==> src/rtl/abm_pkg.sv <==
package abm_pkg;
   // access widths
   localparam logic [1:0] SZ_B = 2'd0;
   localparam logic [1:0] SZ_W = 2'd1;
   localparam logic [1:0] SZ_D = 2'd2;

   // per-channel offsets (the packed dword reads depend on these)
   localparam logic [3:0] OFF_BASE = 4'h0;
   localparam logic [3:0] OFF_CUR  = 4'h4;
   localparam logic [3:0] OFF_LAST = 4'h5;
   localparam logic [3:0] OFF_STS  = 4'h6;
   localparam logic [3:0] OFF_REM  = 4'h8;
   localparam logic [3:0] OFF_PRE  = 4'hA;
   localparam logic [3:0] OFF_CTL  = 4'hB;

   localparam logic [5:0] ADDR_GCTL = 6'h2C;
   localparam logic [5:0] ADDR_GSTS = 6'h30;

   // channel status bits
   localparam int STS_W       = 5;
   localparam int ST_HALT     = 0;
   localparam int ST_LASTCUR  = 1;
   localparam int ST_LASTDONE = 2;
   localparam int ST_COMPL    = 3;
   localparam int ST_FIFOERR  = 4;
   localparam logic [STS_W-1:0] ST_W1C   = 5'b11100;
   localparam logic [STS_W-1:0] ST_RESET = 5'b00001;

   // channel control bits
   localparam int CTL_W      = 5;
   localparam int CT_RUN     = 0;
   localparam int CT_RST     = 1;
   localparam int CT_LASTIE  = 2;
   localparam int CT_FIFOIE  = 3;
   localparam int CT_COMPLIE = 4;
   localparam logic [CTL_W-1:0] CT_KEEP = 5'b11100;

   // global registers
   localparam int GC_W    = 6;
   localparam int GC_WARM = 2;
   localparam int GC_COLD = 1;
   localparam int GS_W          = 18;
   localparam int GS_IRQ_LSB    = 5;
   localparam int GS_CODEC_RDY  = 8;
   localparam logic [GS_W-1:0] GS_W1C  = 18'h08C01;
   localparam logic [GS_W-1:0] GS_RW   = 18'h30000;
endpackage

==> src/rtl/abm_chan.sv <==
module abm_chan
   import abm_pkg::*;
#(
   parameter int IDX_W  = 5,
   parameter int PICB_W = 16
) (
   input  logic              clk,
   input  logic              rst_n,
   input  logic              wr_en,
   input  logic [3:0]        off,
   input  logic [1:0]        size,
   input  logic [31:0]       wdata,
   input  logic              ev_compl,
   input  logic              ev_last,
   input  logic              ev_fifo,
   input  logic              ld_en,
   input  logic [IDX_W-1:0]  ld_civ,
   input  logic [IDX_W-1:0]  ld_piv,
   input  logic [PICB_W-1:0] ld_picb,
   output logic [31:0]       rdata,
   output logic              irq,
   output logic              run,
   output logic [31:0]       base_o,
   output logic [IDX_W-1:0]  lvi_o
);
   logic [31:0]       base_q;
   logic [IDX_W-1:0]  civ_q, lvi_q, piv_q;
   logic [PICB_W-1:0] picb_q;
   logic [STS_W-1:0]  sts_q, sts_clr, sts_set, sts_nxt;
   logic [CTL_W-1:0]  ctl_q;
   logic              wr_base, wr_last, wr_sts, wr_ctl, do_rst;
   logic [7:0]        civ_b, lvi_b, piv_b;
   logic [15:0]       picb_h;

   // write decode: field offset and legal width
   assign wr_base = wr_en && (off == OFF_BASE) && (size == SZ_D);
   assign wr_last = wr_en && (off == OFF_LAST) && (size == SZ_B);
   assign wr_sts  = wr_en && (off == OFF_STS) && ((size == SZ_B) || (size == SZ_W));
   assign wr_ctl  = wr_en && (off == OFF_CTL) && (size == SZ_B);
   assign do_rst  = wr_ctl && wdata[CT_RST];

   assign sts_clr = wr_sts ? (wdata[STS_W-1:0] & ST_W1C) : '0;
   assign sts_set = {ev_fifo, ev_compl, ev_last, ev_last, ev_last};
   // events are applied after the clear, so a same-cycle event survives
   assign sts_nxt = (sts_q & ~sts_clr) | sts_set;

   always_ff @(posedge clk or negedge rst_n) begin
      if (!rst_n) begin
         base_q <= '0;
         civ_q  <= '0;
         lvi_q  <= '0;
         piv_q  <= '0;
         picb_q <= '0;
         sts_q  <= ST_RESET;
         ctl_q  <= '0;
      end else if (do_rst) begin
         base_q <= '0;
         civ_q  <= '0;
         lvi_q  <= '0;
         piv_q  <= '0;
         picb_q <= '0;
         sts_q  <= ST_RESET;
         ctl_q  <= ctl_q & CT_KEEP;
      end else begin
         if (wr_base) base_q <= wdata;
         if (wr_last) lvi_q  <= wdata[IDX_W-1:0];
         if (wr_ctl)  ctl_q  <= wdata[CTL_W-1:0];
         sts_q <= sts_nxt;
         if (ld_en) begin
            civ_q  <= ld_civ;
            piv_q  <= ld_piv;
            picb_q <= ld_picb;
         end
      end
   end

   assign civ_b  = 8'(civ_q);
   assign lvi_b  = 8'(lvi_q);
   assign piv_b  = 8'(piv_q);
   assign picb_h = 16'(picb_q);

   // read mux: only a field's legal widths return data
   always_comb begin
      rdata = '0;
      case (off)
         OFF_BASE: if (size == SZ_D) rdata = base_q;
         OFF_CUR: begin
            if (size == SZ_B)      rdata = {24'd0, civ_b};
            else if (size == SZ_D) rdata = {11'd0, sts_q, lvi_b, civ_b};
         end
         OFF_LAST: if (size == SZ_B) rdata = {24'd0, lvi_b};
         OFF_STS:  if ((size == SZ_B) || (size == SZ_W)) rdata = {27'd0, sts_q};
         OFF_REM: begin
            if (size == SZ_W)      rdata = {16'd0, picb_h};
            else if (size == SZ_D) rdata = {3'd0, ctl_q, piv_b, picb_h};
         end
         OFF_PRE: if (size == SZ_B) rdata = {24'd0, piv_b};
         OFF_CTL: if (size == SZ_B) rdata = {27'd0, ctl_q};
         default: rdata = '0;
      endcase
   end

   assign irq    = (sts_q[ST_LASTDONE] && ctl_q[CT_LASTIE]) ||
                   (sts_q[ST_COMPL] && ctl_q[CT_COMPLIE]);
   assign run    = ctl_q[CT_RUN];
   assign base_o = base_q;
   assign lvi_o  = lvi_q;

   // a channel reset leaves halted status, kept enables and cleared indices
   p_chan_reset_r4: assert property (@(posedge clk) disable iff (!rst_n)
      do_rst |=> (sts_q == ST_RESET) && (ctl_q == ($past(ctl_q) & CT_KEEP)) &&
                 (base_q == '0) && (lvi_q == '0) && (civ_q == '0) && (picb_q == '0))
      else $error("p_chan_reset_r4");

   // a clearing write with no event leaves the written 1s cleared
   p_w1c_r3: assert property (@(posedge clk) disable iff (!rst_n)
      (wr_sts && !ev_fifo && !ev_compl && !ev_last) |=>
         ((sts_q & $past(wdata[STS_W-1:0]) & ST_W1C) == '0))
      else $error("p_w1c_r3");

   // the two read-only status bits ignore status writes
   p_sts_ro_r3: assert property (@(posedge clk) disable iff (!rst_n)
      (wr_sts && !ev_last) |=> (sts_q[ST_LASTCUR:ST_HALT] == $past(sts_q[ST_LASTCUR:ST_HALT])))
      else $error("p_sts_ro_r3");
endmodule

==> src/rtl/abm_glob.sv <==
module abm_glob
   import abm_pkg::*;
#(
   parameter int NCH = 3
) (
   input  logic            clk,
   input  logic            rst_n,
   input  logic            wr_gc,
   input  logic            wr_gs,
   input  logic [GS_W-1:0] wdata,
   input  logic [3:0]      gs_evt,
   input  logic [NCH-1:0]  ch_irq,
   output logic [GC_W-1:0] gc_o,
   output logic [31:0]     gs_rd
);
   logic [GC_W-1:0] gc_q;
   logic [GS_W-1:0] gs_q, gs_clr, gs_set, gs_nxt;
   logic            gc_take;

   // a write requesting either codec reset is not stored
   assign gc_take = wr_gc && !wdata[GC_WARM] && !wdata[GC_COLD];

   assign gs_clr = wr_gs ? (wdata & GS_W1C) : '0;
   always_comb begin
      gs_set     = '0;
      gs_set[0]  = gs_evt[0];
      gs_set[10] = gs_evt[1];
      gs_set[11] = gs_evt[2];
      gs_set[15] = gs_evt[3];
   end
   always_comb begin
      gs_nxt = gs_q & ~gs_clr;
      if (wr_gs) gs_nxt = (gs_nxt & ~GS_RW) | (wdata & GS_RW);
      gs_nxt = gs_nxt | gs_set;
   end

   always_ff @(posedge clk or negedge rst_n) begin
      if (!rst_n) begin
         gc_q <= '0;
         gs_q <= '0;
      end else begin
         if (gc_take) gc_q <= wdata[GC_W-1:0];
         gs_q <= gs_nxt;
      end
   end

   always_comb begin
      gs_rd = 32'(gs_q);
      for (int c = 0; c < NCH; c++) gs_rd[GS_IRQ_LSB + c] = ch_irq[c];
      gs_rd[GS_CODEC_RDY] = 1'b1;
   end
   assign gc_o = gc_q;

   // a control write carrying a reset request is discarded
   p_gc_guard_r6: assert property (@(posedge clk) disable iff (!rst_n)
      (wr_gc && (wdata[GC_WARM] || wdata[GC_COLD])) |=> $stable(gc_q))
      else $error("p_gc_guard_r6");

   // stored status moves only on a write or an event
   p_gs_hold_r7: assert property (@(posedge clk) disable iff (!rst_n)
      (!wr_gs && (gs_evt == 4'd0)) |=> (gs_q == $past(gs_q)))
      else $error("p_gs_hold_r7");
endmodule

==> src/rtl/abm_regfile.sv <==
module abm_regfile
   import abm_pkg::*;
#(
   parameter int NCH    = 3,
   parameter int IDX_W  = 5,
   parameter int PICB_W = 16
) (
   input  logic                  clk,
   input  logic                  rst_n,
   input  logic                  acc_en,
   input  logic                  acc_wr,
   input  logic [1:0]            acc_size,
   input  logic [5:0]            acc_addr,
   input  logic [31:0]           acc_wdata,
   output logic [31:0]           acc_rdata,
   input  logic [NCH-1:0]        ev_compl,
   input  logic [NCH-1:0]        ev_last,
   input  logic [NCH-1:0]        ev_fifo,
   input  logic [3:0]            gs_evt,
   input  logic [NCH-1:0]        eng_ld,
   input  logic [NCH*IDX_W-1:0]  eng_civ,
   input  logic [NCH*IDX_W-1:0]  eng_piv,
   input  logic [NCH*PICB_W-1:0] eng_picb,
   output logic [NCH-1:0]        run_o,
   output logic [NCH*32-1:0]     bdbar_o,
   output logic [NCH*IDX_W-1:0]  lvi_o,
   output logic [GC_W-1:0]       gctl_o,
   output logic                  irq_o
);
   localparam int CH_SEL_W = 2;

   initial begin : p_param_chk
      assert (NCH == 3 && IDX_W >= 1 && IDX_W <= 8 && PICB_W >= 1 && PICB_W <= 16)
         else $error("abm_regfile: unsupported parameter set");
   end

   logic [CH_SEL_W-1:0] ch_sel;
   logic [3:0]          off;
   logic                is_gc, is_gs, wr_any, rd_any;
   logic [NCH-1:0]      ch_irq;
   logic [31:0]         ch_rd [NCH];
   logic [31:0]         gs_rd;

   assign ch_sel = acc_addr[5:4];
   assign off    = acc_addr[3:0];
   assign is_gc  = (acc_addr == ADDR_GCTL) && (acc_size == SZ_D);
   assign is_gs  = (acc_addr == ADDR_GSTS) && (acc_size == SZ_D);
   assign wr_any = acc_en && acc_wr;
   assign rd_any = acc_en && !acc_wr;

   for (genvar c = 0; c < NCH; c++) begin : g_ch
      abm_chan #(.IDX_W(IDX_W), .PICB_W(PICB_W)) u_chan (
         .clk      (clk),
         .rst_n    (rst_n),
         .wr_en    (wr_any && (ch_sel == CH_SEL_W'(c))),
         .off      (off),
         .size     (acc_size),
         .wdata    (acc_wdata),
         .ev_compl (ev_compl[c]),
         .ev_last  (ev_last[c]),
         .ev_fifo  (ev_fifo[c]),
         .ld_en    (eng_ld[c]),
         .ld_civ   (eng_civ[c*IDX_W +: IDX_W]),
         .ld_piv   (eng_piv[c*IDX_W +: IDX_W]),
         .ld_picb  (eng_picb[c*PICB_W +: PICB_W]),
         .rdata    (ch_rd[c]),
         .irq      (ch_irq[c]),
         .run      (run_o[c]),
         .base_o   (bdbar_o[c*32 +: 32]),
         .lvi_o    (lvi_o[c*IDX_W +: IDX_W])
      );
   end

   abm_glob #(.NCH(NCH)) u_glob (
      .clk    (clk),
      .rst_n  (rst_n),
      .wr_gc  (wr_any && is_gc),
      .wr_gs  (wr_any && is_gs),
      .wdata  (acc_wdata[GS_W-1:0]),
      .gs_evt (gs_evt),
      .ch_irq (ch_irq),
      .gc_o   (gctl_o),
      .gs_rd  (gs_rd)
   );

   always_comb begin
      acc_rdata = '0;
      if (rd_any) begin
         if (is_gc)      acc_rdata = 32'(gctl_o);
         else if (is_gs) acc_rdata = gs_rd;
         else begin
            for (int c = 0; c < NCH; c++)
               if (ch_sel == CH_SEL_W'(c)) acc_rdata = ch_rd[c];
         end
      end
   end

   assign irq_o = |ch_irq;

   // events only raise interrupts; a drop needs a register write
   p_irq_fall_r5: assert property (@(posedge clk) disable iff (!rst_n)
      $fell(irq_o) |-> $past(acc_en && acc_wr))
      else $error("p_irq_fall_r5");
endmodule

==> config.mk <==
export PLATFORM = sky130hd
export DESIGN_NAME = abm_regfile
export DESIGN_NICKNAME = d
export VERILOG_FILES = /design/src/rtl/abm_pkg.sv /design/src/rtl/abm_chan.sv /design/src/rtl/abm_glob.sv /design/src/rtl/abm_regfile.sv
export SDC_FILE = /design/constraint.sdc
export NUM_CORES = 1
export LEC_CHECK = 0
export ABC_AREA = 1
export BUFFER_PORTS_ARGS = -buffer_cell sky130_fd_sc_hd__buf_2
export CORE_AREA = 4 4 225 227
export DETAILED_ROUTE_END_ITERATION = 10
export DIE_AREA = 0 0 229 231
export PLACE_DENSITY = 0.48
export REMOVE_ABC_BUFFERS = 1
export SYNTH_ARGS = -nofsm -noshare
export SYNTH_HDL_FRONTEND = slang
export SYNTH_SLANG_ARGS = --single-unit
export TNS_END_PERCENT = 5
==> constraint.sdc <==
create_clock -name clk -period 1.7 [get_ports clk]
set_input_delay 0.085 -clock clk [delete_from_list [all_inputs] [get_ports clk]]
set_output_delay 0.085 -clock clk [all_outputs]
set_load 0.05 [all_outputs]
==> flow_metrics.py <==
metrics = {
    "critical_path": {
        "cp.required_ns": 1.62,
        "crit_arrival_ns": 2.11,
        "end_kind": "output port",
        "cp_max_fo": 2,
        "critPathKind": "register to output port",
        "cp-start-kind": "register",
    },
    "power_and_ir_drop": {
        "total_power_mw": 15.45,
        "power_density_nw_per_um2": 817.1,
        "power.leakage_nw": 9.423,
        "peakVddDrop_v": 0.0006681,
        "p_clk_share_pct": 43.8,
        "power.internal_mw": 11.01,
        "p_comb_share_pct": 16.9,
        "p_seq_share_pct": 39.3,
        "p_sw_mw": 4.436,
        "swShare_pct": 28.72,
    },
    "route": {
        "drtIter0Drc": 1050,
        "drt-total-wl_mm": 64.66,
        "via_per_inst": 4.834,
        "wire_per_inst_microns": 22.48,
        "dr.pass1.iters": 5,
        "drc": 0,
        "via_count": 13910,
        "ant_nets": 0,
    },
    "sta": {
        "finalSetupViolCount": 28,
        "hold_viol_final": 0,
        "setup_slack_ns": -0.4911,
        "fin_worst_skew_ns": 0,
        "drv_slew": 0,
        "hold_ws_ns": 0.03687,
        "worst_pin_slew_ns": 0.8434,
        "fin_crit_ns": 2.191,
        "max_slew_margin_pct": 43.51,
        "fmax_ghz": 0.4564,
        "rsz0062_at_grt": "yes",
        "finalCritPeriodShare_pct": 128.9,
    },
    "clock_network": {
        "cts_tree": "built",
        "cts.sinks": 231,
        "clk_path_buf_depth": 3,
        "cts_buffers": 28,
        "clkTransAtPathRegs_ns": 0.07,
        "clk_latency_ns": 0.55,
        "clockRootBuffer": "clkbuf_16",
        "htree_levels": 1,
    },
    "placed_design": {
        "gp_congestion": 0.9918,
        "dp_slack_ns": -0.6313,
        "dp_hpwl_mm": 50.24,
        "placedCellCount": 2686,
        "io_buffers": 290,
    },
    "logic_synthesis": {
        "yosysSeqAreaShare_pct": 47.93,
        "synth-seq-cells": 231,
        "syn_area_sq_um": 12070,
        "avgSynthCellArea_sq_um": 7.390,
        "ys_types": 36,
        "syn_inst": 1633,
        "yosysWarnings": 0,
    },
    "floorplan": {
        "rows": 81,
        "dieArea_sq_um": 52900,
        "core_sq_um": 48650,
        "die_h_microns": 231,
        "ios": 291,
        "start_util_pct": 24.81,
        "die-width_microns": 229,
    },
    "final_layout": {
        "multi_input_area_sq_um": 5582,
        "layout-drive-gt1-share_pct": 30.47,
        "fillers": 5129,
        "final_cells": 2877,
        "syn2layout_area_growth_pct": 56.64,
        "final_util_pct": 38.86,
        "num_antenna_cells": 0,
        "nets": 2372,
        "seqCellArea_sq_um": 5801,
    },
    "status": {
        "failed_checks": "setup timing",
        "status": "finished with violations",
    },
    "grt": {
        "antenna_found_initial": 2,
        "grt_pass1_vias": 14260,
        "grt_start_max_net_pins": 75,
        "globalRouteTotalUtil_pct": 23.64,
        "global_route.overflow_total": 0,
        "grt_pass1_wl_mm": 93.81,
    },
    "job": {
        "cap_violations": 0,
    },
    "min_path": {
        "hp-class": "input pin to register",
    },
}
metal layers:
| layer | vias up | part of all wire [%] | GRT usage [%] |
|---|---|---|---|
| li1 | 6560 | - | - |
| met1 | 6735 | 43 | 31.38 |
| met2 | 500 | 48 | 39.76 |
| met3 | 107 | 6.1 | 3.702 |
| met4 | 4 | 3.3 | 7.284 |
| met5 | - | 0.042 | 0 |
repair_timing:
action | in CTS | in global routing
gates resized for setup | 103 | 35
setup buffers | 0 | 0
hold buffers | 140 | 0
cloned | 0 | 0
setup endpoints to repair | 33 | 38
pin swaps | 7 | 4
endpoints found under the hold margin | 448 | 0
cell usage after synthesis:
master	n	area (sq um)
a221oi_1	5	43.79
inv_1	125	469.2
clkbuf_1	31	116.4
o21ai_0	69	345.3
o31ai_1	1	7.510
a22o_1	2	17.52
o221ai_2	1	15.01
buf_2	40	200.2
nor2_2	10	62.56
nand2_2	7	43.79
nor3_4	1	16.27
a31oi_1	8	50.05
dfstp_2	3	78.83
nand2_1	461	1730
a31o_2	1	8.760
nor2_8	1	20.02
o21ai_1	82	410.4
inv_2	21	78.83
a211oi_1	4	30.03
a21oi_2	1	8.760
o2111ai_1	5	43.79
nand2_4	2	22.52
nor3_1	6	30.03
mux2_2	1	11.26
nand3_1	104	520.5
nor2_1	161	604.3
o22ai_1	15	93.84
a21oi_1	195	975.9
nand4_1	6	37.54
buf_4	6	45.04
dfrtp_1	228	5705
a22oi_1	8	60.06
buf_1	7	26.28
o211ai_1	7	52.55
nor4_1	1	6.260
nor2_4	7	78.83
final timing paths:
check                                       endpoint                    start  cells after the start  slack (ns)
setup / recovery                        acc_rdata[0]  g_ch[0].u_chan.sts_q[0]                     12       -0.49
hold / removal              g_ch[0].u_chan.picb_h[7]                eng_ld[0]                      4        0.04
setup reg to reg             g_ch[0].u_chan.sts_q[4]  g_ch[0].u_chan.sts_q[4]                      4        0.31
hold reg to reg                      u_glob.gs_q[16]          u_glob.gs_q[16]                      2        0.49
max in group asynchronous  g_ch[1].u_chan.base_o[25]                    rst_n                      3        0.35
min in group asynchronous  g_ch[0].u_chan.base_o[19]                    rst_n                      3        0.14
cell usage in the layout, fill, tap and decap left out, types with 4 or more instances in the layout:
master / synthesis / routed
nand2_1: 461 / 453
buf_2: 40 / 256
dfrtp_1: 228 / 215
buf_4: 6 / 197
a21oi_1: 195 / 182
nor2_1: 161 / 149
dlygate4sd3_1: 0 / 140
inv_1: 125 / 118
nand3_1: 104 / 102
o21ai_1: 82 / 84
o21ai_0: 69 / 63
buf_12: 0 / 33
clkbuf_16: 0 / 29
inv_2: 21 / 27
buf_6: 0 / 24
nor2_2: 10 / 21
a21oi_2: 1 / 14
o22ai_1: 15 / 13
dfrtp_2: 0 / 13
nand2_2: 7 / 12
nor2_4: 7 / 8
a22oi_1: 8 / 8
a31oi_1: 8 / 7
o211ai_1: 7 / 7
nand4_1: 6 / 6
clkbuf_8: 0 / 6
bufinv_16: 0 / 6
a221oi_1: 5 / 5
o2111ai_1: 5 / 5
clkinv_2: 0 / 5
clkbuf_1: 31 / 5
o21ai_2: 0 / 4
buf_8: 0 / 4
worst max-delay path, cell delays in order (launching register included):
cell     delay (ns)
dfstp_2        0.54
inv_1          0.05
nor2_1         0.08
nand2_1        0.07
nand2_2        0.09
nor2_1         0.05
nand2_1        0.05
nand2_1        0.06
nand2_1        0.07
nand2_1        0.07
a21oi_2        0.13
buf_4          0.15
buf_8          0.14
through the flow:
stage          TNS [ns]  cell area [sq um]
4_1_cts          -8.129              18780
3_5_place_dp     -50.00              16050
6_report         -7.335              18900
2_1_floorplan    -75.09              11680
3_3_place_gp     -44.43              16050
5_1_grt          -9.813              18900
cells by family (layout without fill, tap and decap cells):
family          after synthesis  count (layout)  synth area share (%)
flops                       231             231                 47.93
buf+inv                     230             852                 7.755
simple gates                767             767                 26.29
compound gates              404             404                 17.93
mux                           1               1               0.09331
flip-flops by register name, indices dropped and copies added (netlist names):
| name | count |
|---|---|
| g_ch.u_chan.picb_h | 48 |
| g_ch.u_chan.sts_q | 15 |
| g_ch.u_chan.lvi_o | 15 |
| u_glob.gc_o | 6 |
| g_ch.u_chan.ctl_q | 15 |
| u_glob.gs_q | 6 |
| g_ch.u_chan.civ_q | 15 |
| g_ch.u_chan.base_o | 96 |
| g_ch.u_chan.piv_q | 15 |
power by group through the flow:
stage                     Clock [mW]  Sequential (mW)  Combinational, mW
final                           6.77             6.07               2.61
after floorplan                    0             6.49              0.706
after detailed placement           0             6.16               2.31
after global routing            7.13             6.09               2.81
after CTS                       6.92             6.07               2.60
after global placement             0             6.16               2.31
area by class of cell:
class,instances,share of cell area (%)
clock buffers,40,4.375
clock inverters,11,1.086
inverters,146,2.912
multi-input cells,1172,29.53
flip-flops and latches,231,30.69
well taps,622,4.117
repair buffers,655,27.30
(Power assumes the default switching activity.)
